### src/rtl/brs_pkg.sv
`timescale 1ns/1ps
package brs_pkg;
  typedef enum logic [1:0] {ST_IDLE, ST_LAT, ST_BEAT, ST_PEN} brs_state_e;

  localparam int CFG_W      = 16;
  localparam int LAT_LO     = 11;
  localparam int SPACE_BIT  = 9;
  localparam int EARLY_BIT  = 8;
  localparam int LEN_LO     = 0;
  localparam int GROUP_BITS = 2;
  localparam int PEN_CYC    = 2;

  localparam logic [2:0] LEN4_CODE = 3'b001;
  localparam logic [2:0] LEN8_CODE = 3'b010;
endpackage

### src/rtl/brs_cfg.sv
`timescale 1ns/1ps
module brs_cfg
  import brs_pkg::*;
(
  input  logic             clk,
  input  logic             rst_n,
  input  logic             we,
  input  logic [CFG_W-1:0] wdata,
  output logic [2:0]       lat,
  output logic             space2,
  output logic             early,
  output logic [3:0]       len_words,
  output logic [CFG_W-1:0] rdata
);
  logic [2:0] lat_q, lat_d;
  logic       sp_q, sp_d;
  logic       er_q, er_d;
  logic [2:0] len_q, len_d;
  logic       lat_ok, len_ok, take;
  logic       unused_rsvd;

  assign unused_rsvd = ^{wdata[15:14], wdata[10], wdata[7:3]};

  always_comb begin
    lat_ok = wdata[LAT_LO +: 3] >= 3'd2;
    len_ok = (wdata[LEN_LO +: 3] == LEN4_CODE) || (wdata[LEN_LO +: 3] == LEN8_CODE);
    take   = we && lat_ok && len_ok;
    lat_d  = take ? wdata[LAT_LO +: 3] : lat_q;
    sp_d   = take ? wdata[SPACE_BIT]   : sp_q;
    er_d   = take ? wdata[EARLY_BIT]   : er_q;
    len_d  = take ? wdata[LEN_LO +: 3] : len_q;
  end

  always_ff @(posedge clk or negedge rst_n) begin
    if (!rst_n) begin
      lat_q <= 3'd3;
      sp_q  <= 1'b0;
      er_q  <= 1'b0;
      len_q <= LEN8_CODE;
    end else if (take) begin
      lat_q <= lat_d;
      sp_q  <= sp_d;
      er_q  <= er_d;
      len_q <= len_d;
    end
  end

  assign lat       = lat_q;
  assign space2    = sp_q;
  assign early     = er_q;
  assign len_words = (len_q == LEN4_CODE) ? 4'd4 : 4'd8;
  assign rdata     = {2'b00, lat_q, 1'b0, sp_q, er_q, 4'b0000, 1'b1, len_q};
endmodule

### src/rtl/brs_store.sv
`timescale 1ns/1ps
module brs_store #(
  parameter int AW = 10,
  parameter int DW = 32
) (
  input  logic [AW-1:0] addr,
  output logic [DW-1:0] word
);
  localparam int LANES = DW / 8;

  for (genvar k = 0; k < LANES; k++) begin : g_lane
    assign word[8*k +: 8] = (addr[7:0] + 8'(64 * k)) ^ 8'hC3;
  end

  if (AW > 8) begin : g_hi
    logic unused_hi;
    assign unused_hi = ^addr[AW-1:8];
  end
endmodule

### src/rtl/brs_ctrl.sv
`timescale 1ns/1ps
module brs_ctrl
  import brs_pkg::*;
#(
  parameter int AW = 10,
  parameter int DW = 32
) (
  input  logic          clk,
  input  logic          rst_n,
  input  logic          sel,
  input  logic          adv,
  input  logic [AW-1:0] addr,
  input  logic [2:0]    lat,
  input  logic          space2,
  input  logic [3:0]    len_words,
  output logic [AW-1:0] fetch_addr,
  input  logic [DW-1:0] fetch_word,
  output logic [DW-1:0] bus_data,
  output logic          bus_vld,
  output logic          nxt_vld
);
  brs_state_e    st_q, st_d;
  logic [2:0]    cnt_q, cnt_d;
  logic [AW-1:0] ad_q, ad_d, ad_inc;
  logic [3:0]    left_q, left_d;
  logic          unal_q, unal_d;
  logic          sp_q, sp_d;
  logic          vld_q, vld_d;
  logic [DW-1:0] dat_q;
  logic          load;
  logic [2:0]    beat_cnt;

  assign ad_inc   = ad_q + AW'(1);
  assign beat_cnt = sp_q ? 3'd2 : 3'd1;

  always_comb begin
    st_d = st_q; cnt_d = cnt_q; ad_d = ad_q; left_d = left_q;
    unal_d = unal_q; sp_d = sp_q; vld_d = vld_q;
    load = 1'b0; fetch_addr = ad_q;
    if (!sel) begin
      st_d  = ST_IDLE;
      vld_d = 1'b0;
    end else if (adv) begin
      st_d   = ST_LAT;
      cnt_d  = lat;
      ad_d   = addr;
      left_d = len_words;
      unal_d = |addr[GROUP_BITS-1:0];
      sp_d   = space2;
      vld_d  = 1'b0;
    end else begin
      unique case (st_q)
        ST_LAT, ST_PEN: begin
          if (cnt_q == 3'd1) begin
            load = 1'b1; vld_d = 1'b1; st_d = ST_BEAT;
            cnt_d = beat_cnt; left_d = left_q - 4'd1;
          end else begin
            cnt_d = cnt_q - 3'd1;
          end
        end
        ST_BEAT: begin
          if (cnt_q > 3'd1) begin
            cnt_d = cnt_q - 3'd1;
          end else if (left_q == 4'd0) begin
            st_d = ST_IDLE; vld_d = 1'b0;
          end else if (unal_q && (ad_inc[GROUP_BITS-1:0] == '0)) begin
            st_d = ST_PEN; cnt_d = 3'(PEN_CYC); ad_d = ad_inc; vld_d = 1'b0;
          end else begin
            load = 1'b1; fetch_addr = ad_inc; ad_d = ad_inc; vld_d = 1'b1;
            cnt_d = beat_cnt; left_d = left_q - 4'd1;
          end
        end
        default: ;
      endcase
    end
  end

  always_ff @(posedge clk or negedge rst_n) begin
    if (!rst_n) begin
      st_q   <= ST_IDLE;
      cnt_q  <= '0;
      ad_q   <= '0;
      left_q <= '0;
      unal_q <= 1'b0;
      sp_q   <= 1'b0;
      vld_q  <= 1'b0;
    end else begin
      st_q   <= st_d;
      cnt_q  <= cnt_d;
      ad_q   <= ad_d;
      left_q <= left_d;
      unal_q <= unal_d;
      sp_q   <= sp_d;
      vld_q  <= vld_d;
    end
  end

  always_ff @(posedge clk or negedge rst_n) begin
    if (!rst_n)    dat_q <= '0;
    else if (load) dat_q <= fetch_word;
  end

  assign bus_data = dat_q;
  assign bus_vld  = vld_q;
  assign nxt_vld  = vld_d;
endmodule

### src/rtl/burst_rd_seq.sv
`timescale 1ns/1ps
module burst_rd_seq
  import brs_pkg::*;
#(
  parameter int AW = 10,
  parameter int DW = 32
) (
  input  logic             clk,
  input  logic             rst_n,
  input  logic             cfg_we,
  input  logic [CFG_W-1:0] cfg_wdata,
  output logic [CFG_W-1:0] cfg_rdata,
  input  logic             sel,
  input  logic             adv,
  input  logic [AW-1:0]    addr,
  output logic [DW-1:0]    q_data,
  output logic             q_rdy
);
  logic          rs_meta, rs_n;
  logic [2:0]    lat;
  logic          space2, early;
  logic [3:0]    len_words;
  logic [AW-1:0] fetch_addr;
  logic [DW-1:0] fetch_word;
  logic          bus_vld, nxt_vld;

  always_ff @(posedge clk or negedge rst_n) begin
    if (!rst_n) begin
      rs_meta <= 1'b0;
      rs_n    <= 1'b0;
    end else begin
      rs_meta <= 1'b1;
      rs_n    <= rs_meta;
    end
  end

  brs_cfg u_cfg (
    .clk(clk), .rst_n(rs_n), .we(cfg_we), .wdata(cfg_wdata),
    .lat(lat), .space2(space2), .early(early), .len_words(len_words),
    .rdata(cfg_rdata)
  );

  brs_store #(.AW(AW), .DW(DW)) u_store (
    .addr(fetch_addr), .word(fetch_word)
  );

  brs_ctrl #(.AW(AW), .DW(DW)) u_ctrl (
    .clk(clk), .rst_n(rs_n), .sel(sel), .adv(adv), .addr(addr),
    .lat(lat), .space2(space2), .len_words(len_words),
    .fetch_addr(fetch_addr), .fetch_word(fetch_word),
    .bus_data(q_data), .bus_vld(bus_vld), .nxt_vld(nxt_vld)
  );

  assign q_rdy = early ? nxt_vld : bus_vld;
endmodule

### config.mk
export PLATFORM = sky130hd
export DESIGN_NAME = burst_rd_seq
export DESIGN_NICKNAME = d
export VERILOG_FILES = /design/src/rtl/brs_pkg.sv /design/src/rtl/brs_cfg.sv /design/src/rtl/brs_store.sv /design/src/rtl/brs_ctrl.sv /design/src/rtl/burst_rd_seq.sv
export SDC_FILE = /design/constraint.sdc
export NUM_CORES = 1
export LEC_CHECK = 0
export BUFFER_PORTS_ARGS = -buffer_cell sky130_fd_sc_hd__buf_4
export CAP_MARGIN = 10
export CORE_MARGIN = 3
export CORE_UTILIZATION = 51
export DETAILED_ROUTE_END_ITERATION = 10
export PLACE_DENSITY_LB_ADDON = 0.05
export REMOVE_ABC_BUFFERS = 1
export SYNTH_ARGS = -nofsm -noshare
export SYNTH_HDL_FRONTEND = slang
export SYNTH_SLANG_ARGS = --single-unit
### constraint.sdc
create_clock -name clk -period 2.5 [get_ports clk]
set_input_delay 0.375 -clock clk [delete_from_list [all_inputs] [get_ports clk]]
set_output_delay 0.375 -clock clk [all_outputs]
set_load 0.01 [all_outputs]
==> results.md, run 1 <==
* EDFF count, synth at 0
* Number of top-level pins at 80
* Drt total wl at 5407 µm
* Yosys Warn Count at 0
* Main combinational cell family by area after synthesis: simple AND/OR/NAND/NOR gates
* Reg-to-reg startpoint: u_ctrl.ad_q[1]
* Total Nets Final at 352
* Port Buf Inserts at 61
* Final routed wire length divided by cell count at 14.12 µm
* Layout cells sized above 1 at 33.65%
* Antenna fix cells at 0
* Syn avg cell area at 9.229 µm²
* DIE AREA at 5781 µm²
* Start point of the critical path: u_ctrl.left_q[0]
* Number of remaining DRC errors at 0
* Count of routing violations after the opening detailed-route iteration at 127
* Number of nets with antenna violations after detailed routing at 0
* Total GRT Usage at 18.74%
* Via count of the first global-routing pass at 1,866
* Flip-flop cell with the highest count after synthesis: dfrtp_1
* RePlAce Congestion at 0.8449
* Synthesized-area fraction occupied by xor and xnor cells at 2.451%
* Clock transition time at the flip-flop clock pins of the worst setup and hold paths at 0.08 ns
* Half-perimeter wire length of the detailed placement result at 4045 µm
* Slew Viols, Final at 0
* Number of vias per cell after detailed routing at 5.292
* Count of TritonRoute iterations in the first routing pass at 4
* Type of origin of the critical path: flop
* Adder-cell share of the synthesized area at 2.001%
* Top achievable clock speed at 420.8 MHz
* Die width at 76.03 µm
* Cell type with the highest aggregate area in the netlist: dfrtp_1
* Initial antenna violation count at 0
* Share of the core filled with cells at 66.17%
* Multi-input combinational cell area at 1179 µm²
* Initial core utilization at 55.16%
* CTS Buffer Depth at 2
* Portion of netlist area occupied by mux cells at 6.653%
* Remaining max-slew budget at the tightest pin at 65.15%
* Area contributors post-synth: dfrtp_1, buf_4, nand2_1
* Clock buffer count from CTS at 5
* Clock tree from TritonCTS: built
* Area fraction in and, or, nand and nor cells after synthesis at 18.96%
* Synth Instances at 271
* Type of the most critical hold path: flop to async pin
* Final Hold Vio Count at 0
* Seq/Total Area, Yosys at 42.17%
* Critical Path RT at 2.12 ns
* Transition time at the pin with the least slew margin at 0.5228 ns
* Total congestion overflow at 0
* Root cell of the clock tree: clkbuf_8
* Later-pin clock latency in the skew report at 0.29 ns
* Vias after detailed routing at 2,027
* Register cell area after layout at 1055 µm²
* Global-route wire length before repair at 8901 µm
* Crit Path Class: flop to output port
* Period minus WS final at 2.376 ns
* Run status: finished clean
* Ranking of synthesized cells by instance count: dfrtp_1, nand2_1, buf_4
* Total routed wire length on the met1 layer at 2523 µm
* Synthesized-area fraction occupied by ao, oa, aoi and oai cells at 15.61%
* Layout overhead on the synthesized area at 19.96%
* Signal arrival time at the worst endpoint at 2.00 ns
* Total clock sinks at 42
* Portion of synthesized cell area occupied by the leading cell type at 39.02%
* Wire length on met3 at 407 µm
* Biggest fanout along the worst timing path at 6
* Post-Syn Area at 2501 µm²
* Final setup vio count at 0
* Count leader, synth: dfrtp_1
* Endpoint class of the critical path: output port
* Maximum Capacitance Violations at 0
* Largest net degree at the start of global routing at 29
* Post-synth cell types at 55
* Accumulated negative setup slack at 0 ns
* Vertical die dimension at 76.03 µm
* Share of flip-flops with an asynchronous set or reset after synthesis at 100.0%
* Post-synthesis sequential element count at 42
* Leakage power at 1.402 nW
* Number of placement rows at 24
* Core area at 4534 µm²
* Worst setup skew after layout at 0.007399 ns
* P per Cell Area at 912.1 nW/µm²
* DR top layer: met4
* Ratio of final minimum period to clock period at 95.05%
* Number of H-tree levels at 2
* Fillers at 398
* Largest voltage drop on the vdd net at 0.5110 mV
* Total met2 wirelength after detailed routing at 2414 µm
worst max-delay path: stages (launching register included):
cell,delay (ns)
dfrtp_1,0.42
inv_1,0.08
ha_1,0.18
or3b_4,0.44
nand2b_1,0.13
a21oi_2,0.08
a22o_1,0.23
buf_4,0.14
cell families after synthesis:
family | after synthesis
simple gates | 91
compound gates | 62
buf+inv | 48
flops | 42
mux | 15
xor+xnor | 7
fa+ha+maj | 4
other cells | 2
repair_timing:
item,in CTS,in global routing
endpoints found under the hold margin,2,0
hold buffers,1,0
gates resized for setup,0,2
setup buffers,0,1
setup endpoints to repair,0,2
area by class of cell:
class                           instances  share of cell area (%)
Clock buffer                            5                   2.294
Clock inverter                          3                   1.334
Inverter                                7                  0.8757
Multi-Input combinational cell        188                   39.28
Sequential cell                        42                   35.15
Tap cell                               65                   2.711
Timing Repair Buffer                   73                   18.35
metrics by stage:
stage / worst slack, ns / hold WS, ns / cells / area (µm²) / total power, mW
floorplan: 0.2571 / 0.07941 / 237 / 2257 / 1.622
global placement: 0.1892 / 0.1580 / 373 / 2872 / 2.189
detailed placement: 0.1461 / 0.1602 / 373 / 2872 / 2.221
CTS: 0.09363 / 0.2351 / 382 / 2990 / 2.759
global route: -0.004288 / 0.2739 / 383 / 3000 / 2.923
finish: 0.1237 / 0.2165 / 383 / 3000 / 2.737
flip-flops by register name (all words and copies together) (netlist names):
register / flops
rs_meta: 1
u_cfg.len_q: 3
u_cfg.lat: 3
u_ctrl.st_q: 2
u_ctrl.left_q: 4
rs_n: 1
u_ctrl.unal_q: 1
u_ctrl.bus_data: 12
u_cfg.space2: 1
u_ctrl.bus_vld: 1
u_ctrl.ad_q: 8
u_cfg.early: 1
u_ctrl.sp_q: 1
u_ctrl.cnt_q: 3
placed cells by master (no fill, tap or decap), drive strengths merged, types with 3 or more instances in the layout:
| cell type | synthesis | routed |
|---|---|---|
| a21oi | 18 | 18 |
| a32oi | 3 | 3 |
| and3 | 3 | 3 |
| buf | 34 | 72 |
| clkbuf | 7 | 5 |
| conb | 2 | 9 |
| dfrtp | 39 | 39 |
| dfstp | 3 | 3 |
| ha | 4 | 4 |
| inv | 7 | 7 |
| mux2 | 10 | 10 |
| mux2i | 5 | 5 |
| nand2 | 36 | 36 |
| nand3 | 7 | 7 |
| nand4 | 3 | 3 |
| nor2 | 18 | 18 |
| nor3 | 8 | 8 |
| o21ai | 25 | 25 |
| o22ai | 3 | 3 |
| xnor2 | 5 | 5 |
final timing paths:
check | to | slack [ns] | cells past startpoint
setup / recovery | q_rdy | 0.12 | 7
hold / removal | u_ctrl.ad_q[6] | 0.22 | 0
setup reg to reg | u_ctrl.bus_data[15] | 0.18 | 7
hold reg to reg | u_ctrl.ad_q[6] | 0.22 | 0
max in group asynchronous | u_cfg.lat[1] | 1.48 | 1
min in group clk | u_cfg.len_q[0] | 0.27 | 2
where the power goes:
group / leakage, nW / internal [mW] / switching, mW / total (mW)
registers: 0.512 / 0.877 / 0.205 / 1.08
clock network: 0.0579 / 0.294 / 0.235 / 0.529
logic: 0.832 / 0.594 / 0.532 / 1.13
total: 1.40 / 1.77 / 0.972 / 2.74
routing by layer:
metal,GRT usage (%),up-vias
met1,26.30,954
met3,5.319,7
met5,0,-
met4,5.072,0
li1,-,993
met2,28.55,73
No activity file was read; power rests on OpenSTA's default activity.
==> inputs of run 2 (changes only) <==
--- a/config.mk
+++ b/config.mk
@@ -10,7 +10,7 @@
 export CORE_MARGIN = 3
 export CORE_UTILIZATION = 51
 export DETAILED_ROUTE_END_ITERATION = 10
-export PLACE_DENSITY_LB_ADDON = 0.05
+export PLACE_DENSITY_LB_ADDON = 0.08
 export REMOVE_ABC_BUFFERS = 1
 export SYNTH_ARGS = -nofsm -noshare
 export SYNTH_HDL_FRONTEND = slang
==> results.md, run 2 (synthesis results as in run 1) <==
* CTS Buffer Depth at 2 (unchanged)
* Via count of the first global-routing pass at 1,963 (+5.2%)
* Layout overhead on the synthesized area at 18.96%
* Total routed wire length on the met1 layer at 2447 µm (-3.0%)
* Layout cells sized above 1 at 33.12% (-0.52 points)
* Endpoint class of the critical path: output port
* Number of instances in the placed design at 373 (unchanged)
* Number of remaining DRC errors at 0 (unchanged)
* Signal arrival time at the worst endpoint at 2.03 ns (+0.03 ns)
* Root cell of the clock tree: clkbuf_8
* Wire length on met3 at 389 µm (-4.4%)
* Initial core utilization at 55.16% (unchanged)
* Initial antenna violation count at 0 (unchanged)
* Crit Path Class: flop to output port
* Largest net degree at the start of global routing at 31 (+6.9%)
* Port Buf Inserts at 61 (unchanged)
* Number of vias per cell after detailed routing at 5.306 (+0.26%)
* RePlAce Congestion at 0.8513 (+0.76%)
* Drt total wl at 5413 µm (+0.11%)
* Number of placement rows at 24 (unchanged)
* Slew Viols, Final at 0 (unchanged)
* Worst setup skew after layout at 0.01109 ns (+0.003688 ns)
* Maximum single-stage delay on the critical path at 0.44 ns (about the same)
* Largest voltage drop on the vdd net at 0.5563 mV (+8.9%)
* Total congestion overflow at 0 (unchanged)
* Biggest fanout along the worst timing path at 6 (unchanged)
* Die width at 76.03 µm (unchanged)
* Total GRT Usage at 19.22% (+0.48 points)
* Clock transition time at the flip-flop clock pins of the worst setup and hold paths at 0.09 ns (about the same)
* Clock tree from TritonCTS: built
* Clock buffer count from CTS at 5 (unchanged)
* Number of H-tree levels at 2 (unchanged)
* Final routed wire length divided by cell count at 14.17 µm (+0.37%)
* Run status: finished clean
* P per Cell Area at 890.3 nW/µm² (-2.4%)
* Cell with the largest stage delay on the worst path: or3b_4
* Final Hold Vio Count at 0 (unchanged)
* Core area at 4534 µm² (unchanged)
* Type of the most critical hold path: flop to async pin
* Top achievable clock speed at 416.0 MHz (-1.1%)
* Ratio of final minimum period to clock period at 96.14% (+1.1 points)
* Total clock sinks at 42 (unchanged)
* Number of flip-flops under the largest register name at 12 (unchanged)
* Half-perimeter wire length of the detailed placement result at 4016 µm (-0.74%)
* RSZ-0062 raised after global routing: false
* Total met2 wirelength after detailed routing at 2521 µm (+4.4%)
* Final Power at 2.649 mW (-3.2%)
* Critical Path RT at 2.12 ns (about the same)
* Leading cell type in the layout, fill and taps excluded: buf_4
* Global-route wire length before repair at 9073 µm (+1.9%)
* Accumulated negative setup slack at 0 ns (unchanged)
* Fillers at 395 (-0.75%)
* Vertical die dimension at 76.03 µm (unchanged)
* Number of top-level pins at 80 (unchanged)
* Number of nets with antenna violations after detailed routing at 0 (unchanged)
* Worst-path cell chain: inv_1 -> ha_1 -> or3b_4 -> nand2b_1 -> a21oi_2 -> a22o_1 -> buf_4
* Count of routing violations after the opening detailed-route iteration at 141 (+11%)
* Maximum Capacitance Violations at 0 (unchanged)
* Count of TritonRoute iterations in the first routing pass at 4 (unchanged)
* Period minus WS final at 2.404 ns (+0.02734 ns)
* Vias after detailed routing at 2,027 (unchanged)
* Total Nets Final at 351 (-0.28%)
* Antenna fix cells at 0 (unchanged)
* Leakage power at 1.386 nW (-1.2%)
* Type of origin of the critical path: flop
* Final setup vio count at 0 (unchanged)
* Most used cells in the layout excluding fill and tap cells: buf_4, dfrtp_1, nand2_1, o21ai_0, nor2_1
* Finished Layout Cells at 382 (-0.26%)
* Later-pin clock latency in the skew report at 0.30 ns (about the same)
* DIE AREA at 5781 µm² (unchanged)
* DR top layer: met4
==> run 2: routing by layer <==
layer  up-vias  track usage, %
li1       1004               -
met1       945           25.63
met2        73           31.38
met3         5           4.728
met4         0           5.254
met5         -               0
==> run 2: power by group <==
group | internal [mW] | switching (mW) | total, mW | leakage (nW)
clock | 0.223 | 0.229 | 0.452 | 0.0482
sequential | 0.878 | 0.203 | 1.08 | 0.512
combinational | 0.589 | 0.526 | 1.12 | 0.826
total | 1.69 | 0.959 | 2.65 | 1.39
==> run 2: repair_timing <==
action,in CTS,in global routing
hold buffers,1,0
resized for setup,0,2
setup buffers,0,0
endpoints found under the hold margin,2,0
setup endpoints to repair,0,1
==> run 2: final timing paths <==
path	start	endpoint	slack, ns	cells past startpoint
worst min-delay path	rs_n	u_ctrl.ad_q[6]	0.16	0
worst max-delay path	u_ctrl.left_q[0]	q_rdy	0.1	7
worst max register to register	u_ctrl.ad_q[1]	u_ctrl.bus_data[15]	0.14	7
max in group asynchronous	rs_n	u_cfg.lat[1]	1.55	1
worst min register to register	rs_n	u_ctrl.ad_q[6]	0.16	0
min in group clk	cfg_wdata[1]	u_cfg.len_q[0]	0.30	2
==> run 2: critical path, delay by kind of cell (launching register included) <==
kind / cells / cell delay [ns]
adders and majority gates: 1 / 0.19
AOI/OAI and AO/OA: 2 / 0.33
DFF: 1 / 0.41
buffers and inverters: 2 / 0.21
and+or+nand+nor: 2 / 0.58
==> run 2: area by class of cell <==
| cell class | instances | area [µm²] | share of cell area, % |
|---|---|---|---|
| multi-input cells | 188 | 1179 | 39.61 |
| flip-flops and latches | 42 | 1055 | 35.45 |
| repair buffers | 72 | 543.0 | 18.25 |
| clock buffers | 7 | 86.33 | 2.902 |
| well taps | 65 | 81.33 | 2.733 |
| inverters | 7 | 26.28 | 0.8831 |
| clock inverters | 1 | 5.005 | 0.1682 |
==> run 2: stage by stage <==
stage	setup slack (ns)	hold slack (ns)	utilization (%)	cell area, µm²
final	0.09638	0.1617	65.62	2975
after global routing	0.001520	0.2169	65.62	2975
after CTS	0.08321	0.1797	65.56	2973
after detailed placement	0.1840	0.1579	63.33	2872
after global placement	0.1937	0.1586	63.33	2872
after floorplan	0.2571	0.07941	-	2257
==> inputs of run 3 (changes only) <==
--- a/config.mk
+++ b/config.mk
@@ -10,6 +10,7 @@
 export CORE_MARGIN = 3
 export CORE_UTILIZATION = 51
 export DETAILED_ROUTE_END_ITERATION = 10
+export MAX_ROUTING_LAYER = met4
 export PLACE_DENSITY_LB_ADDON = 0.08
 export REMOVE_ABC_BUFFERS = 1
 export SYNTH_ARGS = -nofsm -noshare
==> results.md, run 3 (synthesis results as in run 1) <==
* Accumulated negative setup slack at 0 ns (unchanged)
* Final routed wire length divided by cell count at 14.22 µm (+0.37%)
* Start point of the critical path: u_ctrl.left_q[0]
* Root cell of the clock tree: clkbuf_8
* Number of nets with antenna violations after detailed routing at 0 (unchanged)
* Antenna fix cells at 0 (unchanged)
* Number of flip-flops under the largest register name at 12 (unchanged)
* Half-perimeter wire length of the detailed placement result at 4016 µm (unchanged)
* Fillers at 395 (unchanged)
* Most used cells in the layout excluding fill and tap cells: buf_4, dfrtp_1, nand2_1, o21ai_0, nor2_1
* Power share of the combinational group at 42.1% (about the same)
* Final Hold Vio Count at 0 (unchanged)
* Biggest fanout along the worst timing path at 6 (unchanged)
* Worst-path cell chain: inv_1 -> ha_1 -> or3b_4 -> nand2b_1 -> a21oi_2 -> a22o_1 -> buf_4
* P per Cell Area at 891.4 nW/µm² (+0.12%)
* Drt total wl at 5433 µm (+0.37%)
* Clock transition time at the flip-flop clock pins of the worst setup and hold paths at 0.09 ns (about the same)
* Total congestion overflow at 0 (unchanged)
* Number of H-tree levels at 2 (unchanged)
* Ratio of final minimum period to clock period at 96.19% (about the same)
* Endpoint class of the critical path: output port
* Maximum Capacitance Violations at 0 (unchanged)
* Final setup vio count at 0 (unchanged)
* Worst reg2reg path depth at 7 (unchanged)
* Switching portion of total power at 36.28% (+0.076 points)
* Count of routing violations after the opening detailed-route iteration at 153 (+8.5%)
* Cell with the largest stage delay on the worst path: or3b_4
* Signal arrival time at the worst endpoint at 2.03 ns (about the same)
* Global-route wire length before repair at 9080 µm (about the same)
* Crit Reg-Reg Endpoint: u_ctrl.bus_data[15]
* Internal power of the cells at 1.690 mW (about the same)
* Period minus WS final at 2.405 ns (+0.001077 ns)
* Clock share of power at 17.2% (about the same)
* Largest voltage drop on the vdd net at 0.5561 mV (about the same)
* Layout overhead on the synthesized area at 18.96% (unchanged)
* Worst setup skew after layout at 0.01287 ns (+0.001783 ns)
* Number of top-level pins at 80 (unchanged)
* Final Power at 2.652 mW (+0.12%)
* Total GRT Usage at 19.78% (+0.55 points)
* Final cell area excluding filler cells at 2975 µm² (unchanged)
* NetSw at 962.1 µW (+0.33%)
* Crit Path Class: flop to output port
* Die width at 76.03 µm (unchanged)
* Post-DP Area at 2872 µm² (unchanged)
* Count of TritonRoute iterations in the first routing pass at 4 (unchanged)
* Maximum single-stage delay on the critical path at 0.44 ns (about the same)
* Critical Path RT at 2.12 ns (about the same)
* RePlAce Congestion at 0.8648 (+1.6%)
* Reg-to-reg startpoint: u_ctrl.ad_q[1]
* Leading cell type in the layout, fill and taps excluded: buf_4
* Vertical die dimension at 76.03 µm (unchanged)
* CTS Buffer Depth at 2 (unchanged)
* Leakage power at 1.386 nW (unchanged)
* Port Buf Inserts at 61 (unchanged)
* Initial antenna violation count at 0 (unchanged)
* CP endpoint: q_rdy
* Later-pin clock latency in the skew report at 0.30 ns (about the same)
* RSZ-0062 raised after global routing: false
* Sequential share of power at 40.7% (about the same)
* Total clock sinks at 42 (unchanged)
* Total Nets Final at 351 (unchanged)
* Largest net degree at the start of global routing at 31 (unchanged)
* Number of placement rows at 24 (unchanged)
* Core area at 4534 µm² (unchanged)
* DIE AREA at 5781 µm² (unchanged)
* Clock buffer count from CTS at 5 (unchanged)
* Initial core utilization at 55.16% (unchanged)
* Via count of the first global-routing pass at 1,957 (-0.31%)
* Number of remaining DRC errors at 0 (unchanged)
* Type of origin of the critical path: flop
* Top achievable clock speed at 415.9 MHz (about the same)
* Vias after detailed routing at 2,033 (+0.30%)
* Multi-input combinational cell area at 1179 µm² (unchanged)
* Type of the most critical hold path: flop to async pin
* Clock tree from TritonCTS: built
* Register cell area after layout at 1055 µm² (unchanged)
* Worst R2R Setup Slack at 0.14 ns (about the same)
* Slew Viols, Final at 0 (unchanged)
* Run status: finished clean
* Layout cells sized above 1 at 33.12% (unchanged)
* Number of vias per cell after detailed routing at 5.322 (+0.30%)
[run 3: cell counts in the layout (fill, tap and decap cells not counted)]
Identical to the previous run, type by type.
[run 3: worst min path at each step]
stage                     end  slack (ns)  depth (start not counted)
6_report       u_ctrl.ad_q[6]        0.16                          0
5_1_grt        u_ctrl.ad_q[6]        0.22                          0
4_1_cts        u_ctrl.ad_q[6]        0.18                          0
3_5_place_dp          rs_meta        0.16                          1
3_3_place_gp          rs_meta        0.16                          1
2_1_floorplan         rs_meta        0.08                          0
[run 3: stage by stage]
stage | util [%] | std cells | worst slack (ns) | hold WS, ns
after global routing | 65.62 | 382 | 0.001520 | 0.2169
final | 65.62 | 382 | 0.09530 | 0.1592
after global placement | 63.33 | 373 | 0.1937 | 0.1586
after detailed placement | 63.33 | 373 | 0.1840 | 0.1579
after floorplan | - | 237 | 0.2571 | 0.07941
after CTS | 65.56 | 382 | 0.08321 | 0.1797
[run 3: layout make-up]
class,instances,area share (%)
clock buffer,7,2.902
clock inverter,1,0.1682
inverter,7,0.8831
multi-input combinational,188,39.61
sequential,42,35.45
tap,65,2.733
timing repair buffer,72,18.25
[run 3: timing repair]
item / 4_1_cts / 5_1_grt
buffers inserted: 0 / 0
resized for setup: 0 / 2
endpoints found under the hold margin: 2 / 0
setup endpoints to repair: 0 / 1
hold buffers: 1 / 0
[run 3: power by group through the flow]
| stage | Combinational (mW) | Sequential [mW] | Clock (mW) |
|---|---|---|---|
| floorplan | 0.411 | 1.21 | 0 |
| global placement | 1.10 | 1.08 | 0 |
| detailed placement | 1.12 | 1.09 | 0 |
| CTS | 1.13 | 1.08 | 0.468 |
| global route | 1.21 | 1.12 | 0.493 |
| finish | 1.12 | 1.08 | 0.455 |
[run 3: worst max-delay path, delay by kind of cell (launching register included)]
family / cells / cell delay, ns
and+or+nand+nor: 2 / 0.58
DFF: 1 / 0.41
AOI/OAI and AO/OA: 2 / 0.33
buffers and inverters: 2 / 0.21
adders and majority gates: 1 / 0.19
[run 3: layer usage]
metal / global-route usage (%) / part of all wire (%)
met1: 25.94 / 45
met2: 31.29 / 47
met3: 4.374 / 6.7
met4: 5.254 / 1.0
met5: - / 0
